===== src/rtl/trap_pkg.sv =====
package trap_pkg;
  localparam int FLAGS_W   = 32;
  localparam int ACT_BIT   = 31;
  localparam int CAUSE_LSB = 16;
  localparam int CAUSE_W   = 15;
  localparam int SEL_W     = 8;
  localparam int ID_W      = 16;
  localparam int ILEN      = 32;
  localparam int CLEN      = 16;

  localparam logic [CAUSE_W-1:0] CAUSE_MISALIGN = CAUSE_W'(0);
  localparam logic [CAUSE_W-1:0] CAUSE_ILLEGAL  = CAUSE_W'(2);

  typedef struct packed {
    logic               active;
    logic [CAUSE_W-1:0] cause;
    logic [ID_W-1:0]    id;
  } trap_req_t;
endpackage


===== src/rtl/trap_req_decode.sv =====
module trap_req_decode
  import trap_pkg::*;
(
  input  logic [FLAGS_W-1:0] flags_i,
  input  logic               trap_i,
  output logic               take_o,
  output logic [CAUSE_W-1:0] cause_o,
  output logic [SEL_W-1:0]   sel_o
);
  trap_req_t req;

  always_comb begin
    req     = trap_req_t'(flags_i);
    take_o  = trap_i & req.active;
    cause_o = req.cause;
    // source select looks at the low byte of the cause field only
    sel_o   = req.cause[SEL_W-1:0];
  end
endmodule


===== src/rtl/trap_tval_sel.sv =====
module trap_tval_sel
  import trap_pkg::*;
#(
  parameter int XLEN = 32
) (
  input  logic [CAUSE_W-1:0] cause_i,
  input  logic [SEL_W-1:0]   sel_i,
  input  logic [ILEN-1:0]    instr_i,
  input  logic [XLEN-1:0]    target_i,
  input  logic               cmp_en_i,
  output logic [XLEN-1:0]    tval_o
);
  logic [XLEN-1:0] src;
  logic            full_len;

  always_comb begin
    src      = (sel_i == '0) ? target_i : XLEN'(instr_i);
    full_len = !cmp_en_i || (src[1:0] == 2'b11);
    unique case (cause_i)
      CAUSE_MISALIGN: tval_o = src;
      CAUSE_ILLEGAL:  tval_o = full_len ? src : XLEN'(src[CLEN-1:0]);
      default:        tval_o = '0;
    endcase
  end
endmodule


===== src/rtl/trap_csr_regs.sv =====
module trap_csr_regs #(
  parameter int XLEN = 32,
  parameter int NREG = 3
) (
  input  logic                      clk_i,
  input  logic                      rst_ni,
  input  logic                      we_i,
  input  logic [NREG-1:0][XLEN-1:0] d_i,
  output logic [NREG-1:0][XLEN-1:0] q_o
);
  for (genvar g = 0; g < NREG; g++) begin : g_reg
    always_ff @(posedge clk_i or negedge rst_ni) begin
      if (!rst_ni)   q_o[g] <= '0;
      else if (we_i) q_o[g] <= d_i[g];
    end
  end
endmodule


===== src/rtl/trap_entry_capture.sv =====
module trap_entry_capture
  import trap_pkg::*;
#(
  parameter int XLEN = 32
) (
  input  logic                 clk_i,
  input  logic                 rst_ni,
  input  logic                 trap_i,
  input  logic [FLAGS_W-1:0]   flags_i,
  input  logic [XLEN-1:0]      pc_i,
  input  logic [ILEN-1:0]      instr_i,
  input  logic [XLEN-1:0]      target_i,
  input  logic                 cmp_en_i,
  output logic [XLEN-1:0]      epc_o,
  output logic [XLEN-1:0]      cause_o,
  output logic [XLEN-1:0]      tval_o
);
  localparam int NREG  = 3;
  localparam int R_EPC = 0;
  localparam int R_CAU = 1;
  localparam int R_TVL = 2;

  logic                      take;
  logic [CAUSE_W-1:0]        cause;
  logic [SEL_W-1:0]          sel;
  logic [XLEN-1:0]           tval_d;
  logic [NREG-1:0][XLEN-1:0] d, q;

  trap_req_decode u_dec (
    .flags_i (flags_i),
    .trap_i  (trap_i),
    .take_o  (take),
    .cause_o (cause),
    .sel_o   (sel)
  );

  trap_tval_sel #(.XLEN(XLEN)) u_sel (
    .cause_i  (cause),
    .sel_i    (sel),
    .instr_i  (instr_i),
    .target_i (target_i),
    .cmp_en_i (cmp_en_i),
    .tval_o   (tval_d)
  );

  always_comb begin
    d[R_EPC] = pc_i;
    d[R_CAU] = XLEN'(cause);
    d[R_TVL] = tval_d;
  end

  trap_csr_regs #(.XLEN(XLEN), .NREG(NREG)) u_regs (
    .clk_i  (clk_i),
    .rst_ni (rst_ni),
    .we_i   (take),
    .d_i    (d),
    .q_o    (q)
  );

  assign epc_o   = q[R_EPC];
  assign cause_o = q[R_CAU];
  assign tval_o  = q[R_TVL];


  hold_chk: assert property (@(posedge clk_i) disable iff (!rst_ni)
    !(trap_i && flags_i[ACT_BIT]) |=> $stable(epc_o) && $stable(cause_o) && $stable(tval_o));

  epc_chk: assert property (@(posedge clk_i) disable iff (!rst_ni)
    (trap_i && flags_i[ACT_BIT]) |=> epc_o == $past(pc_i));

  cause_chk: assert property (@(posedge clk_i) disable iff (!rst_ni)
    (trap_i && flags_i[ACT_BIT]) |=> cause_o == XLEN'($past(flags_i[30:16])));

  misalign_chk: assert property (@(posedge clk_i) disable iff (!rst_ni)
    (trap_i && flags_i[ACT_BIT] && flags_i[30:16] == '0) |=> tval_o == $past(target_i));

  other_zero_chk: assert property (@(posedge clk_i) disable iff (!rst_ni)
    (trap_i && flags_i[ACT_BIT] && flags_i[30:16] != 15'd0 && flags_i[30:16] != 15'd2)
      |=> tval_o == '0);

  short_chk: assert property (@(posedge clk_i) disable iff (!rst_ni)
    (trap_i && flags_i[ACT_BIT] && flags_i[30:16] == 15'd2 && cmp_en_i && instr_i[1:0] != 2'b11)
      |=> tval_o[XLEN-1:CLEN] == '0);
endmodule


===== config.mk =====
export PLATFORM = sky130hd
export DESIGN_NAME = trap_entry_capture
export DESIGN_NICKNAME = d
export VERILOG_FILES = /design/src/rtl/trap_pkg.sv /design/src/rtl/trap_req_decode.sv /design/src/rtl/trap_tval_sel.sv /design/src/rtl/trap_csr_regs.sv /design/src/rtl/trap_entry_capture.sv
export SDC_FILE = /design/constraint.sdc
export NUM_CORES = 1
export LEC_CHECK = 0
export BUFFER_PORTS_ARGS = -buffer_cell sky130_fd_sc_hd__clkbuf_2
export CAP_MARGIN = 20
export CORE_UTILIZATION = 48
export DETAILED_ROUTE_END_ITERATION = 6
export PLACE_DENSITY_LB_ADDON = 0.12
export SLEW_MARGIN = 0
export SYNTH_ARGS = -nofsm -noshare
export SYNTH_HDL_FRONTEND = slang
export SYNTH_HIERARCHICAL = 1
export SYNTH_SLANG_ARGS = --single-unit

===== constraint.sdc =====
create_clock -name clk_i -period 1.2 [get_ports clk_i]
set_input_delay 0.06 -clock clk_i [delete_from_list [all_inputs] [get_ports clk_i]]
set_output_delay 0.06 -clock clk_i [all_outputs]
set_load 0.03 [all_outputs]

==> flow_summary_export.csv, run 1 <==
group,metric,value,unit
floorplan,die_w,99.8,um
worst_setup_path,end_kind,"flop",
sta,final_max_slew_viol_count,0,
routing,vias,3425,
sta,setup_viol,0,
grt,antenna_found_initial,0,
routing,dr.pass1.iters,4,
power_and_ir_drop,switching_share,0.324,
floorplan,ios,228,
worst_setup_path,cp.arrival,1430,ps
finish,final_util,0.692,
sta,min_period,1200,ps
sta,fin_crit_sh,0.997,
placement,io_buffers,211,
power_and_ir_drop,pwr-share-seq,0.478,
finish,largest_reg_flops,96,
floorplan,rows,35,
clock_tree,numClockSinks,96,
routing,drt-total-wl,11100,um
synthesis,yosysUniqueCellTypes,21,
synthesis,yosysWarnings,6,
sta,hold_slack,21.2,ps
worst_setup_path,worstSetupStartpointType,"primary input",
grt,track_usage,0.228,
finish,largest-register,"u_regs/q_o",
synthesis,netlist_area,4590,um2
clock_tree,cts_tree,"built",
clock_tree,ctsHtreeMaxLevel,3,
floorplan,die-area,9950,um2
floorplan,die_h,99.8,um
finish,antenna_cells,0,
power_and_ir_drop,power_density,1220,nW/um2
grt,globalRoute.totalOverflow,0,
clock_tree,cts.clk_slew.worst_paths,100,ps
grt,grt_max_degree,56,
floorplan,start_util,0.497,
routing,via_per_inst,4.78,
finish,finalInstanceArea,6390,um2
flow_run,cap_violations,0,
worst_setup_path,rrSetupSlack,400,ps
worst_setup_path,crit_type,"primary input to flop",
sta,rsz0062_at_grt,"true",
power_and_ir_drop,power_frac_clock,0.258,
clock_tree,root_buffer,"clkbuf_8",
power_and_ir_drop,pwr-share-comb,0.263,
clock_tree,numCtsBuffers,9,
clock_tree,clkLatencyLatePin,350,ps
placement,postPlaceCellArea,5800,um2
placement,routabilityCongestion,0.795,
clock_tree,clockBufferDepth,2,
grt,grt_pass1_wl,17600,um
synthesis,seq_area_frac_synth,0.524,
routing,post_drt_wl_per_cell,15.5,um
finish,area_growth,39.3,%
finish,area.sequential,2400,um2
synthesis,avgSynthCellArea,13.9,um2
finish,nets,715,
power_and_ir_drop,ir_drop,921,uV
sta,tns,0,ps
routing,ant_nets,0,
placement,hpwl,7670,um
run_status,status,"finished, final reports clean",
min_path,min_path_type,"primary input to flop",
floorplan,core-area,9240,um2
finish,multi_input_area,1930,um2
grt,grt_pass1_vias,3608,
worst_setup_path,cp_max_fo,16,
sta,hold_viol,0,
worst_setup_path,cp_data_required_time,1440,ps
finish,drive_gt1_frac,0.607,
synthesis,ys_ff_latch,96,
routing,drc_errors,0,
finish,reg_top3,"u_regs/q_o (96)",
power_and_ir_drop,p_int,5.26,mW
sta,clock_skew,0,ps
power_and_ir_drop,p_switching,2.53,mW
power_and_ir_drop,p_leak,3.38,nW
synthesis,synth_cells,330,
finish,n_fill_cell,701,
routing,drtIter0Drc,74,
sta,fmax,836,MHz
path summary, 6_finish.rpt:
kind | from | endpoint | cells after the start
setup reg to reg | u_regs/q_o[2]$_DFFE_PN0P_ | u_regs/q_o[2]$_DFFE_PN0P_ | 1
hold reg to reg | u_regs/q_o[39]$_DFFE_PN0P_ | u_regs/q_o[39]$_DFFE_PN0P_ | 1
min in group asynchronous | rst_ni | u_regs/q_o[87]$_DFFE_PN0P_ | 2
setup / recovery | flags_i[18] | u_regs/q_o[92]$_DFFE_PN0P_ | 7
hold / removal | flags_i[23] | u_regs/q_o[39]$_DFFE_PN0P_ | 2
max in group asynchronous | rst_ni | u_regs/q_o[68]$_DFFE_PN0P_ | 3
metal layers:
| metal | GRT usage | share of wire | vias to the layer above |
|---|---|---|---|
| met1 | 0.272 | 0.40 | 1661 |
| li1 | - | - | 1609 |
| met4 | 0.0860 | 0.023 | 0 |
| met2 | 0.392 | 0.50 | 130 |
| met3 | 0.0669 | 0.074 | 25 |
| met5 | 0 | 0 | - |
worst max-delay path, stage by stage:
cell and delay, ps:
clkbuf_2 110, nor4_4 330, a21oi_2 110, a311oi_4 310
buf_12 200, nor3_1 50, mux2_4 260
cells in the mapped netlist:
cell / count / area share
nand2_1: 35 / 0.029
dfrtp_1: 96 / 0.52
nor3_1: 6 / 0.0065
buf_4: 24 / 0.039
nor4_1: 3 / 0.0041
nor3_2: 10 / 0.022
a311oi_4: 1 / 0.0057
conb_1: 1 / 0.00082
buf_12: 4 / 0.017
buf_2: 7 / 0.0076
buf_8: 1 / 0.0033
mux2_2: 56 / 0.14
a21oi_1: 17 / 0.019
nor4_2: 2 / 0.0055
clkbuf_1: 5 / 0.0041
mux2i_1: 16 / 0.035
mux2_4: 40 / 0.13
nand4_1: 1 / 0.0014
buf_6: 2 / 0.0049
and2_1: 2 / 0.0027
nor2_1: 1 / 0.00082
layout by cell type, fill, tap and decap left out, drive strengths merged:
| cell | n |
|---|---|
| mux2i | 16 |
| inv | 3 |
| conb | 17 |
| nor2 | 1 |
| clkinv | 2 |
| nor3 | 16 |
| nand2 | 35 |
| nand4 | 1 |
| buf | 19 |
| a21oi | 17 |
| a311oi | 1 |
| and2 | 2 |
| clkinvlp | 1 |
| dfrtp | 96 |
| nor4 | 5 |
| mux2 | 96 |
| dlygate4sd3 | 40 |
| clkbuf | 220 |
metrics by stage:
stage / instances / setup WS, ps / total power [mW]
after floorplan: 346 / -376 / 5.07
after global placement: 661 / -343 / 5.69
after detailed placement: 661 / -374 / 5.74
after CTS: 717 / 16.6 / 7.88
after global routing: 717 / -31.6 / 8.18
final: 717 / 4.02 / 7.79
power groups by stage:
stage	Clock [mW]	Combinational [mW]	Sequential, mW
3_3_place_gp	0	1.93	3.77
2_1_floorplan	0	0.649	4.42
4_1_cts	2.10	2.06	3.73
6_report	2.01	2.05	3.73
3_5_place_dp	0	1.95	3.79
5_1_grt	2.24	2.17	3.77
logic make-up after synthesis:
logic type,synth area share
compound gates,0.0243
simple gates,0.0714
other cells,0.000817
mux,0.303
flops,0.524
buf+inv,0.0766
cell type report:
class                   instances  share of cell area
well taps                     129              0.0252
clock inverters                 6             0.00783
clock buffers                  10              0.0215
multi-input cells             207               0.302
repair buffers                269               0.268
flip-flops and latches         96               0.376
timing repair:
| item | 4_1_cts | 5_1_grt |
|---|---|---|
| endpoints found under the hold margin | 135 | 0 |
| hold buffers | 40 | 0 |
| setup endpoints to repair | 0 | 15 |
| resized for setup | 0 | 2 |
| setup buffers | 0 | 0 |
Power figures use the tool's default switching activity.
==> run 2: changes to the inputs <==
CORE_UTILIZATION = 46   (was 48)
GPL_TIMING_DRIVEN = 1   (was not set)
HOLD_SLACK_MARGIN = 0.02   (was not set)
SYNTH_HIERARCHICAL = not set   (was 1)
==> run 2 against run 1 <==
  * Via count down 13%
  * Combinational power down 20%
  * Synthesized cell count down 18%
  * First-iteration DRC count down 6.8%
  * Sequential cell count down 17
  * Sequential power down 19%
  * Worst hold slack better by 8.6 ps
  * Non-clock buffer count down 1
  * Die area down 19%
  * Highest routed layer unchanged
==> flow_summary_export.csv, run 2 <==
group,metric,value,unit
power_and_ir_drop,p_leak,2.98,nW
clock_tree,clockBufferDepth,2,
synthesis,synth_common_cells,"dfrtp_1, mux2_2, nand2_1, mux2i_1, buf_4",
clock_tree,root_buffer,"clkbuf_8",
power_and_ir_drop,pwr-share-comb,0.243,
floorplan,ios,228,
finish,nets,665,
finish,final_util,0.744,
grt,globalRouteMet3Util,0.0431,
min_path,min_path_type,"primary input to flop",
finish,layout.cells.most_common_list,"clkbuf_2, dfrtp_1, dlygate4sd3_1",
routing,post_drt_wl_per_cell,14.3,um
worst_setup_path,cp_max_fo,32,
clock_tree,numCtsBuffers,9,
clock_tree,clkLatencyLatePin,330,ps
worst_setup_path,cp_data_required_time,1440,ps
worst_setup_path,critical_path.top_delay_family,"simple AND/OR/NAND/NOR gates",
clock_tree,numClockSinks,79,
finish,drive_gt1_frac,0.543,
worst_setup_path,rrSetupSlack,420,ps
synthesis,yosysUniqueCellTypes,22,
routing,ant_nets,0,
sta,min_period,1110,ps
synthesis,yosysWarnings,0,
worst_setup_path,cp.arrival,1350,ps
floorplan,rows,31,
worst_setup_path,worstSetupStartpointType,"primary input",
power_and_ir_drop,ir_drop,708,uV
sta,fin_crit_sh,0.923,
power_and_ir_drop,power_density,1230,nW/um2
grt,antenna_found_initial,0,
clock_tree,cts.clk_slew.worst_paths,70,ps
synthesis,netlist_area,3550,um2
min_path,hold_end,"u_regs.q_o[68]$_DFFE_PN0P_",
finish,largest-register,"u_regs.q_o",
grt,grt.busiest_layer,"met2",
power_and_ir_drop,power_frac_clock,0.308,
synthesis,synthArstFlopShare,1.00,
finish,area_growth,54.3,%
clock_tree,ctsHtreeMaxLevel,3,
worst_setup_path,rr_startpoint,"u_regs.q_o[27]$_DFFE_PN0P_",
floorplan,core-area,7370,um2
placement,hpwl,6420,um
routing,vias,2993,
sta,rsz0062_at_grt,"false",
power_and_ir_drop,switching_share,0.295,
routing,drc_errors,0,
worst_setup_path,path_buf_inv,3,
floorplan,die-area,8080,um2
synthesis,synth_largest_area_cell,"dfrtp_1",
run_status,status,"finished, final reports clean",
flow_run,cap_violations,0,
worst_setup_path,crit_type,"primary input to flop",
min_path,hold_start,"target_i[4]",
synthesis,avgSynthCellArea,13.1,um2
worst_setup_path,end_kind,"flop",
sta,clock_skew,0,ps
grt,globalRoute.totalOverflow,0,
clock_tree,cts_tree,"built",
floorplan,start_util,0.482,
synthesis,synth_edf_count,0,
synthesis,synth_most_common_cell,"dfrtp_1",
worst_setup_path,reg2regPathDepth,1,
synthesis,seq_area_frac_synth,0.556,
grt,grt_util_met2,0.418,
synthesis,synth_cells,272,
finish,largest_reg_flops,79,
finish,area.sequential,1980,um2
power_and_ir_drop,total_power,6.72,mW
synthesis,ys_ff_latch,79,
worst_setup_path,slowest_delay,290,ps
power_and_ir_drop,p_int,4.74,mW
finish,multi_input_area,1440,um2
routing,drt-total-wl,9140,um
placement,place_ws,-329,ps
grt,grt_max_degree,38,
routing,drtIter0Drc,69,
worst_setup_path,r2r_end,"u_regs.q_o[27]$_DFFE_PN0P_",
power_and_ir_drop,p_switching,1.98,mW
clock_tree,postCtsSetupRepairBufs,0,
grt,track_usage,0.236,
routing,dr.pass1.iters,4,
power_and_ir_drop,pwr-share-seq,0.449,
synthesis,netlist_top_cells_area,"dfrtp_1, mux2_2, mux2i_1",
finish,reg_top3,"u_regs.q_o (79)",
sta,hold_viol,0,
finish,final_common_cell,"clkbuf_2",
worst_setup_path,crit_start,"flags_i[24]",
finish,n_fill_cell,534,
synthesis,synth_ff_type,"dfrtp_1",
placement,postPlaceCellArea,4720,um2
sta,setup_slack,92.6,ps
grt,grt_pass1_vias,3167,
worst_setup_path,crit_slowest_cell,"nor4_2",
synthesis,synth_top_area_share,0.556,
floorplan,die_w,89.9,um
grt,grt_util_met1,0.280,
finish,finalInstanceArea,5480,um2
placement,io_buffers,194,
worst_setup_path,cp_cell_sequence,"clkbuf_2, nor4_2, buf_4, nand4_1, or2_1, buf_12, o31ai_1",
sta,setup_viol,0,
routing,via_per_inst,4.70,
placement,routabilityCongestion,0.749,
floorplan,die_h,89.9,um
finish,antenna_cells,0,
min_path,min_path_cells,3,
grt,grt_pass1_wl,15100,um
sta,fmax,903,MHz
sta,final_max_slew_viol_count,0,
run 2: changes by cell type in the layout (fill, tap and decap cells not counted), sizes merged, moves of 2 or more:
cell         before  now
mux2i            16   32
dfrtp            96   79
dlygate4sd3      40   55
and2              2    0
a21oi            17    1
nand4             1    3
clkbuf          220  205
inv               3    0
o21ai             0   16
mux2             96   47
bufinv            0    2
nor3             16    1
o31ai             0   16
run 2: worst max path at each step:
stage | end | slack, ps | depth (start not counted)
floorplan | u_regs.q_o[84]$_DFFE_PN0P_ | -70 | 6
global placement | u_regs.q_o[85]$_DFFE_PN0P_ | -320 | 7
detailed placement | u_regs.q_o[93]$_DFFE_PN0P_ | -330 | 7
CTS | u_regs.q_o[81]$_DFFE_PN0P_ | 20 | 7
global route | u_regs.q_o[93]$_DFFE_PN0P_ | 30 | 7
finish | u_regs.q_o[85]$_DFFE_PN0P_ | 90 | 7
run 2: final cells by class:
class | count | share of cell area
tap | 99 | 0.0226
multi-input combinational | 175 | 0.262
clock buffer | 12 | 0.0246
timing repair buffer | 268 | 0.318
sequential | 79 | 0.360
clock inverter | 4 | 0.0128
run 2: routing by layer:
layer  wire (um)  vias to the layer above
met5           0                        -
met4         255                        0
met2        4710                      131
li1            -                     1452
met1        3640                     1388
met3         540                       22
run 2: metrics by stage:
step	instances	hold WS (ps)	TNS, ps
2_1_floorplan	288	-236	-892
3_3_place_gp	566	-56.4	-8680
3_5_place_dp	566	-57.5	-9100
4_1_cts	636	20.3	0
5_1_grt	637	24.2	0
6_report	637	29.8	0
run 2: power by group through the flow:
stage               combinational (mW)  clock [mW]  sequential (mW)
floorplan                        0.452           0             3.53
global placement                  1.48           0             3.05
detailed placement                1.50           0             3.06
CTS                               1.64        2.12             3.01
global route                      1.74        2.23             3.04
finish                            1.64        2.07             3.02
run 2: kinds of logic after synthesis:
kind of cell / after synthesis / share of synthesized area
muxes: 79 / 0.239
and+or+nand+nor: 46 / 0.0641
AOI/OAI and AO/OA: 33 / 0.0775
DFF: 79 / 0.556
buffers and inverters: 34 / 0.0620
other: 1 / 0.00106
run 2: what timing repair did:
item,in CTS,in global routing
setup endpoints to repair,0,28
endpoints found under the hold margin,126,1
resized for setup,0,1
hold buffers,54,1
run 2: worst min-delay path: stages:
cell and delay, ps:
clkbuf_2 80, mux2i_1 50, o21ai_0 130
